**src/rtl/trio_pkg.sv**
```systemverilog
package trio_pkg;

    localparam int unsigned ST_COUNT    = 4;
    localparam int unsigned IX_IDLE     = 0;
    localparam int unsigned IX_ZERO     = 1;
    localparam int unsigned IX_ZERO_ONE = 2;
    localparam int unsigned IX_FOUND    = 3;

    typedef logic [ST_COUNT-1:0] st_vec_t;

    function automatic st_vec_t hot(input int unsigned idx);
        st_vec_t v;
        v      = '0;
        v[idx] = 1'b1;
        return v;
    endfunction

    localparam st_vec_t ST_RESET = hot(IX_IDLE);

    typedef struct packed {
        logic moore;
        logic mealy;
    } flags_t;

endpackage

```
**src/rtl/trio_next.sv**
```systemverilog
module trio_next
    import trio_pkg::*;
(
    input  st_vec_t cur,
    input  logic    bit_in,
    output st_vec_t nxt
);
    always_comb begin
        nxt              = '0;
        // idle is re-entered on a 1 from idle or from found
        nxt[IX_IDLE]     = bit_in & (cur[IX_IDLE] | cur[IX_FOUND]);
        // any 0 restarts the search at seen-zero
        nxt[IX_ZERO]     = ~bit_in & (|cur);
        nxt[IX_ZERO_ONE] = bit_in & cur[IX_ZERO];
        nxt[IX_FOUND]    = bit_in & cur[IX_ZERO_ONE];
    end
endmodule

```
**src/rtl/trio_state_reg.sv**
```systemverilog
module trio_state_reg
    import trio_pkg::*;
(
    input  logic    clk,
    input  logic    rst,
    input  st_vec_t nxt,
    output st_vec_t cur
);
    always_ff @(posedge clk) begin
        if (rst) cur <= ST_RESET;
        else     cur <= nxt;
    end
endmodule

```
**src/rtl/trio_flags.sv**
```systemverilog
module trio_flags
    import trio_pkg::*;
(
    input  logic   in_found,
    input  logic   in_zero_one,
    input  logic   bit_in,
    output flags_t fl
);
    always_comb begin
        fl.moore = in_found;
        fl.mealy = in_zero_one & bit_in;
    end
endmodule

```
**src/rtl/trio_detect.sv**
```systemverilog
module trio_detect
    import trio_pkg::*;
(
    input  logic                clk,
    input  logic                rst,
    input  logic                din,
    output logic                hit_moore,
    output logic                hit_mealy,
    output logic [ST_COUNT-1:0] state_vec
);
    st_vec_t cur_st;
    st_vec_t nxt_st;
    flags_t  fl;

    trio_next u_next (
        .cur    (cur_st),
        .bit_in (din),
        .nxt    (nxt_st)
    );

    trio_state_reg u_reg (
        .clk (clk),
        .rst (rst),
        .nxt (nxt_st),
        .cur (cur_st)
    );

    trio_flags u_flags (
        .in_found    (cur_st[IX_FOUND]),
        .in_zero_one (cur_st[IX_ZERO_ONE]),
        .bit_in      (din),
        .fl          (fl)
    );

    assign hit_moore = fl.moore;
    assign hit_mealy = fl.mealy;
    assign state_vec = cur_st;
endmodule

```
**config.mk**
```make
export PLATFORM = sky130hd
export DESIGN_NAME = trio_detect
export DESIGN_NICKNAME = d
export VERILOG_FILES = /design/src/rtl/trio_pkg.sv /design/src/rtl/trio_next.sv /design/src/rtl/trio_state_reg.sv /design/src/rtl/trio_flags.sv /design/src/rtl/trio_detect.sv
export SDC_FILE = /design/constraint.sdc
export NUM_CORES = 1
export LEC_CHECK = 0
export ABC_AREA = 1
export BUFFER_PORTS_ARGS = -buffer_cell sky130_fd_sc_hd__clkbuf_2
export CAP_MARGIN = 40
export CORE_AREA = 4 4 41 43
export CTS_CLUSTER_SIZE = 8
export DETAILED_ROUTE_END_ITERATION = 16
export DIE_AREA = 0 0 45 47
export GPL_ROUTABILITY_DRIVEN = 0
export HOLD_SLACK_MARGIN = 0.05
export SETUP_SLACK_MARGIN = 0.15
export SYNTH_ARGS = -nofsm -noshare
export SYNTH_HDL_FRONTEND = slang
export SYNTH_SLANG_ARGS = --single-unit
export TNS_END_PERCENT = 100
```
**constraint.sdc**
```tcl
create_clock -name clk -period 0.8 [get_ports clk]
set_input_delay 0.12 -clock clk [delete_from_list [all_inputs] [get_ports clk]]
set_output_delay 0.12 -clock clk [all_outputs]
set_load 0.05 [all_outputs]
```
; Word level (Yosys, flattened, before mapping)
; Index checks and enable logic that the tools add are counted.
; Widths: inputs -> output; s select.
[totals]
regBits = 4
wordCells = 8
[op_classes]
bitwise = 6
reduce_logical = 1
[ops]
columns = operator, n
row1 = $and 1x1->1, 4
row2 = $reduce_or 4->1, 1
row3 = $not 1->1, 1
row4 = $or 1x1->1, 1

; Logic depth before layout (Yosys ltp)
; Gate-level depths: netlist (run 1).
[depth]
ltp_word = 2
mapped_depth = 3
depth_no_buf = 3

; Hierarchy
; A second synthesis (run 1) with hierarchy kept.
[unflattened]
cells_unflattened = 25
area_unflattened_um2 = 163.9
[modules_own_cells]
columns = module, instances, cells_each, area_per_inst_um2, seq_area_each_um2
row1 = trio_state_reg, 1, 13, 113.9, 80.1
row2 = trio_next, 1, 9, 35.0, 0.0
row3 = trio_flags, 1, 3, 15.0, 0.0

; Worst setup path after synthesis (run 1)
; Ideal clock, no wire load.
[synth_path]
kind = register -> output
startpoint = reg u_reg.cur[3]
endpoint = out state_vec[3]
arrival_time_ns = 0.914
required_ns = 0.680
setup_slack_ns = -0.234
stages_incl_launch_ff = 2
path_buffers = 1
path_cell_list = dfxtp_1 > buf_4
[synth_lines]
columns = item, line_no
row1 = "start, declared", trio_state_reg.sv:7  ; output st_vec_t cur
row2 = "start signal, assigned", trio_state_reg.sv:11  ; else cur <= nxt;
row3 = "end, declared", trio_detect.sv:9  ; output logic [ST_COUNT-1:0] state_vec
; No word-level cell between the ends.

; Final worst setup path (run 1)
[layout_path]
startpoint = reg u_reg.cur[2]
endpoint = out hit_mealy
[layout_via]
elab_chain_len = 1
[layout_lines]
columns = item, line_no
row1 = $and 1x1->1, trio_flags.sv:11  ; fl.mealy = in_zero_one & bit_in;
row2 = "end, declared", trio_detect.sv:8  ; output logic hit_mealy,
; Every way passes these cells.

==> flow_metrics.env, run 1 <==
export IMPL_status="finished with violations"
export IMPL_violations="negative setup slack"
export IMPL_synth_top_area_cell="dfxtp_1"
export IMPL_path_max_fanout=3
export IMPL_syn_avg_cell_area_um2=8.13
export IMPL_synth_area_top_cells="dfxtp_1 55%, buf_4 10%, nor2_1 10%"
export IMPL_ys_warn_count=0
export IMPL_synthSimpleGateAreaFrac_pct=17.9
export IMPL_cp_end_kind="output pin"
export IMPL_vias_per_cell=3.49
export IMPL_worst_hold_path_endpoint="u_reg.cur[3]"
export IMPL_cts_tree="yes"
export IMPL_reg2reg_depth=3
export IMPL_io_buffers=8
export IMPL_path_clk_slew_ns=0.04
export IMPL_r2r_start="u_reg.cur[0]"
export IMPL_largest_register_ffs=4
export IMPL_slew_headroom_pct=93.0
export IMPL_synthAdderAreaFrac_pct=0
export IMPL_start_util_pct=11.2
export IMPL_syn_inst=18
export IMPL_cts_root_buf="clkbuf_4"
export IMPL_first_iter_violations=0
export IMPL_yosysUniqueCellTypes=7
export IMPL_min_path_type="primary input to register"
export IMPL_startpoint_type="register"
export IMPL_final_setup_viol_count=6
export IMPL_ff2ff_setup_slack_ns=0.06
export IMPL_numCtsBuffers=3
export IMPL_rr_endpoint="u_reg.cur[1]"
export IMPL_wl_um=459
export IMPL_clock_latency_ns=0.24
export IMPL_die_area_um2=2120
export IMPL_syn_area_um2=146
export IMPL_gr_usage_all_layers_pct=5.61
export IMPL_clock_fmax_ghz=1.01
export IMPL_reg_largest_list="u_reg.cur: 4 flops"
export IMPL_clock_sinks=4
export IMPL_grt_max_degree=4
export IMPL_tns_ns=-0.696
export IMPL_grt_ovfl_total=0
export IMPL_cp_arrival_ns=0.87
export IMPL_wl_per_cell_um=9.77
export IMPL_drc_errors=0
export IMPL_finalPower_w=0.000619
export IMPL_fin_crit_ns=0.991
export IMPL_num_rows=13
export IMPL_first_pass_iters=1
export IMPL_cellPowerDensity_nw_per_um2=1540
export IMPL_fin_util_pct=30.9
export IMPL_cts_max_path_buffers=2
export IMPL_path_class="register to output pin"
export IMPL_fin_area_um2=402
export IMPL_worst_pin_slew_ns=0.104
export IMPL_whs_ns=0.0673
export IMPL_yosys_mux_area_fraction_pct=0
export IMPL_skew_ns=0.0115
export IMPL_hp_start="rst"
export IMPL_area_growth_syn_to_layout_pct=174
export IMPL_hold_path_depth=2
export IMPL_synth_top_family_by_area="buffers and inverters"
export IMPL_die_h_um=47
export IMPL_synth_xor_area_share_pct=0
export IMPL_ant_nets=0
export IMPL_antenna_found_initial=0
export IMPL_slew_violations=0
export IMPL_hold_violations=0
export IMPL_synth_seq_cells=4
export IMPL_dpl_hpwl_um=260
export IMPL_place_area_um2=211
export IMPL_grt_pass1_vias=195
export IMPL_p_leak_nw=0.175
export IMPL_synth_top_cell_area_share_pct=54.7
export IMPL_pin_count=9
export IMPL_htreeDepth=1
export IMPL_synth_compound_area_share_pct=9.40
export IMPL_antenna_diode_count=0
export IMPL_synth_nets=21
export IMPL_vias=164
export IMPL_worst_slack_ns=-0.191
export IMPL_drive_above_1_share_pct=78.1
export IMPL_nets=36
export IMPL_rsz0062_at_grt="true"
export IMPL_finalCritPeriodShare_pct=124
export IMPL_nFillCells=144
export IMPL_vdd_drop_max_v=0.000505
export IMPL_ys_seq_area_share_pct=54.7
export IMPL_die_width_um=45
export IMPL_cap_violations=0
export IMPL_grt_pass1_wl_um=724
export IMPL_core_area_um2=1300
export IMPL_top_register="u_reg.cur"
export IMPL_required_ns=0.68
how the worst max path moves through the flow:
stage	startpoint	end	slack (ns)	cells past startpoint
after floorplan	u_reg.cur[2]	hit_mealy	0.06	2
after global placement	u_reg.cur[2]	hit_mealy	-0.03	3
after detailed placement	u_reg.cur[2]	hit_mealy	-0.04	3
after CTS	u_reg.cur[2]	hit_mealy	-0.21	3
after global routing	u_reg.cur[2]	hit_mealy	-0.22	3
final	u_reg.cur[2]	hit_mealy	-0.19	3
area by class of cell:
| type | instances | area (um^2) | area share [%] |
|---|---|---|---|
| clock buffer | 4 | 26.3 | 6.54 |
| multi-input combinational | 9 | 61.3 | 15.3 |
| timing repair buffer | 12 | 188 | 46.7 |
| inverter | 3 | 15.0 | 3.74 |
| tap | 15 | 18.8 | 4.67 |
| sequential | 4 | 92.6 | 23.1 |
cell usage in the layout (no fill, tap or decap):
cell,count
clkbuf_16,5
clkbuf_4,3
dfxtp_4,3
nor2_1,2
nand2_1,2
nor2_4,2
inv_1,2
clkbuf_2,2
buf_4,2
buf_6,2
nand2_2,1
clkinvlp_4,1
a21oi_2,1
o21ai_2,1
clkbuf_1,1
buf_8,1
dfxtp_2,1
repair_timing:
| action | CTS | global route |
|---|---|---|
| pin swaps | 1 | 0 |
| setup endpoints to repair | 8 | 9 |
| buffers inserted | 4 | 0 |
| hold buffers | 0 | 0 |
| resized for setup | 21 | 3 |
synth_stat cells:
cell,instances
buf_4,2
o21ai_1,1
nand2_1,3
nor2_1,4
dfxtp_1,4
inv_1,3
a21oi_2,1
per-layer routing:
layer / global-route usage [%] / wire length, um
met1: 3.41 / 131
met2: 9.89 / 291
met3: 5.75 / 31
met4: 3.51 / 4
met5: 0 / 0
through the flow:
stage,worst slack (ns),std cells
after floorplan,0.0645,18
final,-0.191,47
after CTS,-0.207,47
after detailed placement,-0.0380,39
after global placement,-0.0327,39
after global routing,-0.219,47
power breakdown:
part	switching [W]	total [W]	internal [W]
Sequential	0.00000978	0.000214	0.000204
Clock	0.0000870	0.000274	0.000187
Combinational	0.0000626	0.000130	0.0000678
Total	0.000159	0.000619	0.000460
critical path, cell delays in order, from the launching register on:
cell        delay, ns
dfxtp_2          0.32
nand2_2          0.08
clkinvlp_4       0.09
buf_8            0.15
cell families (layout without fill, tap and decap cells):
| logic type | Yosys count | in the layout |
|---|---|---|
| simple gates | 7 | 7 |
| buf+inv | 5 | 19 |
| flops | 4 | 4 |
| compound gates | 2 | 2 |
Power figures use the tool's default switching activity.
==> run 2, diff against run 1 <==
==> constraint.sdc (replaced) <==
create_clock -name clk -period 1.2 [get_ports clk]
set_input_delay 0 -clock clk [delete_from_list [all_inputs] [get_ports clk]]
set_output_delay 0 -clock clk [all_outputs]
set_load 0.05 [all_outputs]
==> flow_metrics.env, run 2 (synthesized netlist as in run 1, its figures left out) <==
export IMPL_status="finished clean"
export IMPL_dpl_hpwl_um=226
export IMPL_drive_above_1_share_pct=41.4
export IMPL_required_ns=1.20
export IMPL_seq_area_um2=80.1
export IMPL_startpoint_type="primary input"
export IMPL_area_growth_syn_to_layout_pct=60.7
export IMPL_final_common_cell="clkbuf_2"
export IMPL_met2_wirelength_um=158
export IMPL_grt_pass1_vias=118
export IMPL_internal_power_w=0.000266
export IMPL_grt_pass1_wl_um=483
export IMPL_p_leak_nw=0.126
export IMPL_first_pass_iters=1
export IMPL_reg_largest_list="u_reg.cur: 4 flops"
export IMPL_vias=139
export IMPL_die_h_um=47
export IMPL_htreeDepth=1
export IMPL_multi_input_area_um2=40.0
export IMPL_num_rows=13
export IMPL_pin_count=9
export IMPL_path_clk_slew_ns=0.03
export IMPL_cts_root_buf="clkbuf_4"
export IMPL_path_max_fanout=3
export IMPL_clock_sinks=4
export IMPL_fin_crit_ns=0.989
export IMPL_largest_register_ffs=4
export IMPL_nets=34
export IMPL_cap_violations=0
export IMPL_cp_end_kind="output pin"
export IMPL_wl_um=305
export IMPL_cp_arrival_ns=0.99
export IMPL_first_iter_violations=0
export IMPL_clockPowerShare_pct=45.3
export IMPL_wl_per_cell_um=6.93
export IMPL_path_class="primary input to output pin"
export IMPL_skew_ns=0.00328
export IMPL_tns_ns=0
export IMPL_numCtsBuffers=3
export IMPL_vdd_drop_max_v=0.000337
export IMPL_clock_fmax_ghz=1.01
export IMPL_whs_ns=0.451
export IMPL_ant_nets=0
export IMPL_nFillCells=156
export IMPL_switching_share_pct=24.3
export IMPL_finalCritPeriodShare_pct=82.4
export IMPL_antenna_diode_count=0
export IMPL_hold_violations=0
export IMPL_start_util_pct=11.2
export IMPL_slew_violations=0
export IMPL_topRoutingLayerUsed="met3"
export IMPL_slew_headroom_pct=81.6
export IMPL_clock_latency_ns=0.23
export IMPL_grt_ovfl_total=0
export IMPL_antenna_found_initial=0
export IMPL_post_cts_buffers=0
export IMPL_final_setup_viol_count=0
export IMPL_cts_tree="yes"
export IMPL_top_register="u_reg.cur"
export IMPL_io_buffers=8
export IMPL_gr_usage_all_layers_pct=3.95
export IMPL_drc_errors=0
export IMPL_rsz0062_at_grt="false"
export IMPL_die_width_um=45
export IMPL_m1WireLength_um=107
export IMPL_cts_max_path_buffers=2
export IMPL_p_comb_share_pct=14.1
export IMPL_die_area_um2=2120
export IMPL_vias_per_cell=3.16
export IMPL_layout_common_cells="7 x clkbuf_2, 4 x nor2_1, 4 x clkbuf_4, 4 x dfxtp_1"
export IMPL_met3WireLength_um=39
export IMPL_cellPowerDensity_nw_per_um2=1490
export IMPL_core_area_um2=1300
export IMPL_worst_pin_slew_ns=0.276
export IMPL_post_place_cells=39
export IMPL_layout_cells_non_filler=44
export IMPL_min_path_type="register to register"
export IMPL_grt_max_degree=4
export IMPL_seqPwrFrac_pct=40.6
export IMPL_p_sw_w=0.0000852
## run 2: cell count changes in the layout (fill, tap and decap cells not counted), moves of 2 or more
cell and delta:
dfxtp_1 +4, dfxtp_4 -3, clkbuf_16 -5, buf_4 -2, nor2_4 -2, buf_6 -2, dlygate4sd3_1 +2, clkbuf_2 +5
nor2_1 +2
## run 2: per-layer routing
metal | vias up | global-route usage (%)
met4 | 0 | 1.75
met5 | - | 0
met2 | 4 | 6.21
met3 | 0 | 5.75
met1 | 61 | 2.27
li1 | 74 | -
## run 2: what timing repair did
| action | in CTS | in global routing |
|---|---|---|
| hold buffers | 2 | 0 |
| gates resized for setup | 0 | 2 |
| endpoints found under the setup margin | 0 | 1 |
| endpoints found under the hold margin | 3 | 0 |
## run 2: worst max-delay path, stage by stage
cell	delay (ns)
dlygate4sd3_1	0.54
clkbuf_2	0.12
nand2_1	0.06
inv_1	0.05
clkbuf_4	0.21
## run 2: path summary, 6_finish.rpt
kind / startpoint / endpoint / slack [ns] / cells after the start
worst max-delay path: din / hit_mealy / 0.21 / 5
worst min-delay path: u_reg.cur[1] / u_reg.cur[2] / 0.45 / 2
worst max register to register: u_reg.cur[3] / u_reg.cur[0] / 0.53 / 2
worst min register to register: u_reg.cur[1] / u_reg.cur[2] / 0.45 / 2
## run 2: through the flow
stage	util, %	instance area [um^2]	setup WS (ns)	total power (W)
after floorplan	-	146	0.247	0.000178
after global placement	14.6	190	0.487	0.000189
after detailed placement	14.6	190	0.485	0.000189
after CTS	17.9	233	0.186	0.000363
after global routing	18.1	235	0.174	0.000372
final	18.1	235	0.211	0.000351
## run 2: power by group through the flow
stage          clock network, W  logic [W]  registers (W)
6_report               0.000159  0.0000495       0.000143
4_1_cts                0.000171  0.0000496       0.000143
5_1_grt                0.000175  0.0000533       0.000143
3_5_place_dp                  0  0.0000445       0.000145
2_1_floorplan                 0  0.0000173       0.000161
3_3_place_gp                  0  0.0000442       0.000145
## run 2: area by class of cell
class | instances | share of cell area, %
Clock buffer | 3 | 9.57
Inverter | 3 | 4.79
Multi-Input combinational cell | 9 | 17.0
Sequential cell | 4 | 34.0
Tap cell | 15 | 7.98
Timing Repair Buffer | 10 | 26.6
==> run 3, diff against run 2 <==
- clock period: 1.2 -> 1 ns (I/O delays scaled with it)
==> flow_metrics.env, run 3 (synthesized netlist as in run 1, its figures left out) <==
export IMPL_first_pass_iters=4
export IMPL_final_setup_viol_count=0
export IMPL_first_iter_violations=2
export IMPL_grt_max_degree=4
export IMPL_min_path_type="primary input to register"
export IMPL_post_cts_buffers=0
export IMPL_grt_pass1_vias=140
export IMPL_critPathLaunch="u_reg.cur[1]"
export IMPL_crit_path_max_incr_delay_ns=0.32
export IMPL_rr_endpoint="u_reg.cur[1]"
export IMPL_top_register="u_reg.cur"
export IMPL_die_h_um=47
export IMPL_tns_ns=0
export IMPL_path_class="register to output pin"
export IMPL_slew_headroom_pct=81.7
export IMPL_drive_above_1_share_pct=60.0
export IMPL_num_rows=13
export IMPL_reg_largest_list="u_reg.cur: 4 flops"
export IMPL_cp_end_kind="output pin"
export IMPL_vias_per_cell=3.44
export IMPL_drc_errors=0
export IMPL_hold_violations=0
export IMPL_cp_arrival_ns=0.81
export IMPL_area_growth_syn_to_layout_pct=79.5
export IMPL_start_util_pct=11.2
export IMPL_gr_usage_all_layers_pct=4.58
export IMPL_required_ns=1.00
export IMPL_vdd_drop_max_v=0.000369
export IMPL_clock_sinks=4
export IMPL_use_met2_pct=5.37
export IMPL_cap_violations=0
export IMPL_critical_path_depth=1
export IMPL_htreeDepth=1
export IMPL_cts_root_buf="clkbuf_4"
export IMPL_grt_util_met3_pct=5.75
export IMPL_busiest_layer="met3"
export IMPL_worst_pin_slew_ns=0.275
export IMPL_dpl_hpwl_um=275
export IMPL_layout_common_cells="4 x nor2_1, 4 x clkbuf_4, 4 x dfxtp_2"
export IMPL_ant_nets=0
export IMPL_largest_register_ffs=4
export IMPL_clock_latency_ns=0.23
export IMPL_die_area_um2=2120
export IMPL_path_buf_inv=1
export IMPL_startpoint_type="register"
export IMPL_antenna_found_initial=0
export IMPL_slowest_stage="dfxtp_2"
export IMPL_p_leak_nw=0.135
export IMPL_met1_usage_pct=4.09
export IMPL_path_clk_slew_ns=0.04
export IMPL_finalPower_w=0.000429
export IMPL_vias=155
export IMPL_status="finished clean"
export IMPL_pin_count=9
export IMPL_nets=35
export IMPL_io_buffers=8
export IMPL_clock_fmax_ghz=1.23
export IMPL_cts_max_path_buffers=2
export IMPL_antenna_diode_count=0
export IMPL_skew_ns=0.00256
export IMPL_rsz0062_at_grt="true"
export IMPL_path_max_fanout=3
export IMPL_crit_chain="buf_2"
export IMPL_nFillCells=155
export IMPL_grt_ovfl_total=0
export IMPL_die_width_um=45
export IMPL_ff2ff_setup_slack_ns=0.33
export IMPL_wl_um=349
export IMPL_critPathTopFamily="flip-flops"
export IMPL_finalCritPeriodShare_pct=81.1
export IMPL_slew_violations=0
export IMPL_r2r_start="u_reg.cur[3]"
export IMPL_cts_tree="yes"
export IMPL_wl_per_cell_um=7.76
export IMPL_fin_crit_ns=0.811
export IMPL_reg2reg_depth=2
export IMPL_core_area_um2=1300
export IMPL_endpoint="state_vec[1]"
export IMPL_numCtsBuffers=3
export IMPL_grt_pass1_wl_um=586
export IMPL_cellPowerDensity_nw_per_um2=1630
run 3: worst min-delay path by stage:
stage	cells past startpoint	slack (ns)	startpoint	to
after floorplan	1	0.06	rst	u_reg.cur[3]
after global placement	2	0.19	rst	u_reg.cur[3]
after detailed placement	2	0.19	rst	u_reg.cur[3]
after CTS	3	0.0009	din	u_reg.cur[2]
after global routing	3	0.06	din	u_reg.cur[3]
final	3	0.04	din	u_reg.cur[3]
run 3: area by class of cell:
| cell class | instances | area [um^2] | area share, % |
|---|---|---|---|
| clock buffer | 3 | 22.5 | 8.57 |
| tap | 15 | 18.8 | 7.14 |
| timing repair buffer | 11 | 82.6 | 31.4 |
| multi-input combinational | 9 | 42.5 | 16.2 |
| sequential | 4 | 85.1 | 32.4 |
| inverter | 3 | 11.3 | 4.29 |
run 3: layer usage:
metal  routed length (um)  vias to the layer above
met5                    0                        -
met4                    4                        0
met3                   49                        2
met2                  149                        6
met1                  146                       69
li1                     -                       78
run 3: tightest hold or removal path, stage by stage:
cell,delay [ns]
clkbuf_2,0.11
nand2_2,0.08
nor2_1,0.04
run 3: per-stage QoR:
stage	cells	setup WS [ns]	cell area, um^2	hold slack [ns]	util, %
final	45	0.189	263	0.0358	20.2
after detailed placement	39	0.265	194	0.192	14.9
after global placement	39	0.271	194	0.194	14.9
after CTS	44	0.146	251	0.000923	19.3
after floorplan	18	0.229	150	0.0650	-
after global routing	45	0.147	263	0.0627	20.2
run 3: timing repair:
item	CTS	global route
endpoints found under the setup margin	2	4
gates cloned	0	0
resized for setup	6	4
hold buffers	2	1
endpoints found under the hold margin	3	1
pin swaps	0	1
run 3: report_power, final:
group / leakage [nW] / total, W / internal, W / switching [W]
Sequential: 0.0340 / 0.000173 / 0.000169 / 0.00000410
Clock: 0.0138 / 0.000191 / 0.000134 / 0.0000570
Combinational: 0.0869 / 0.0000653 / 0.0000222 / 0.0000431
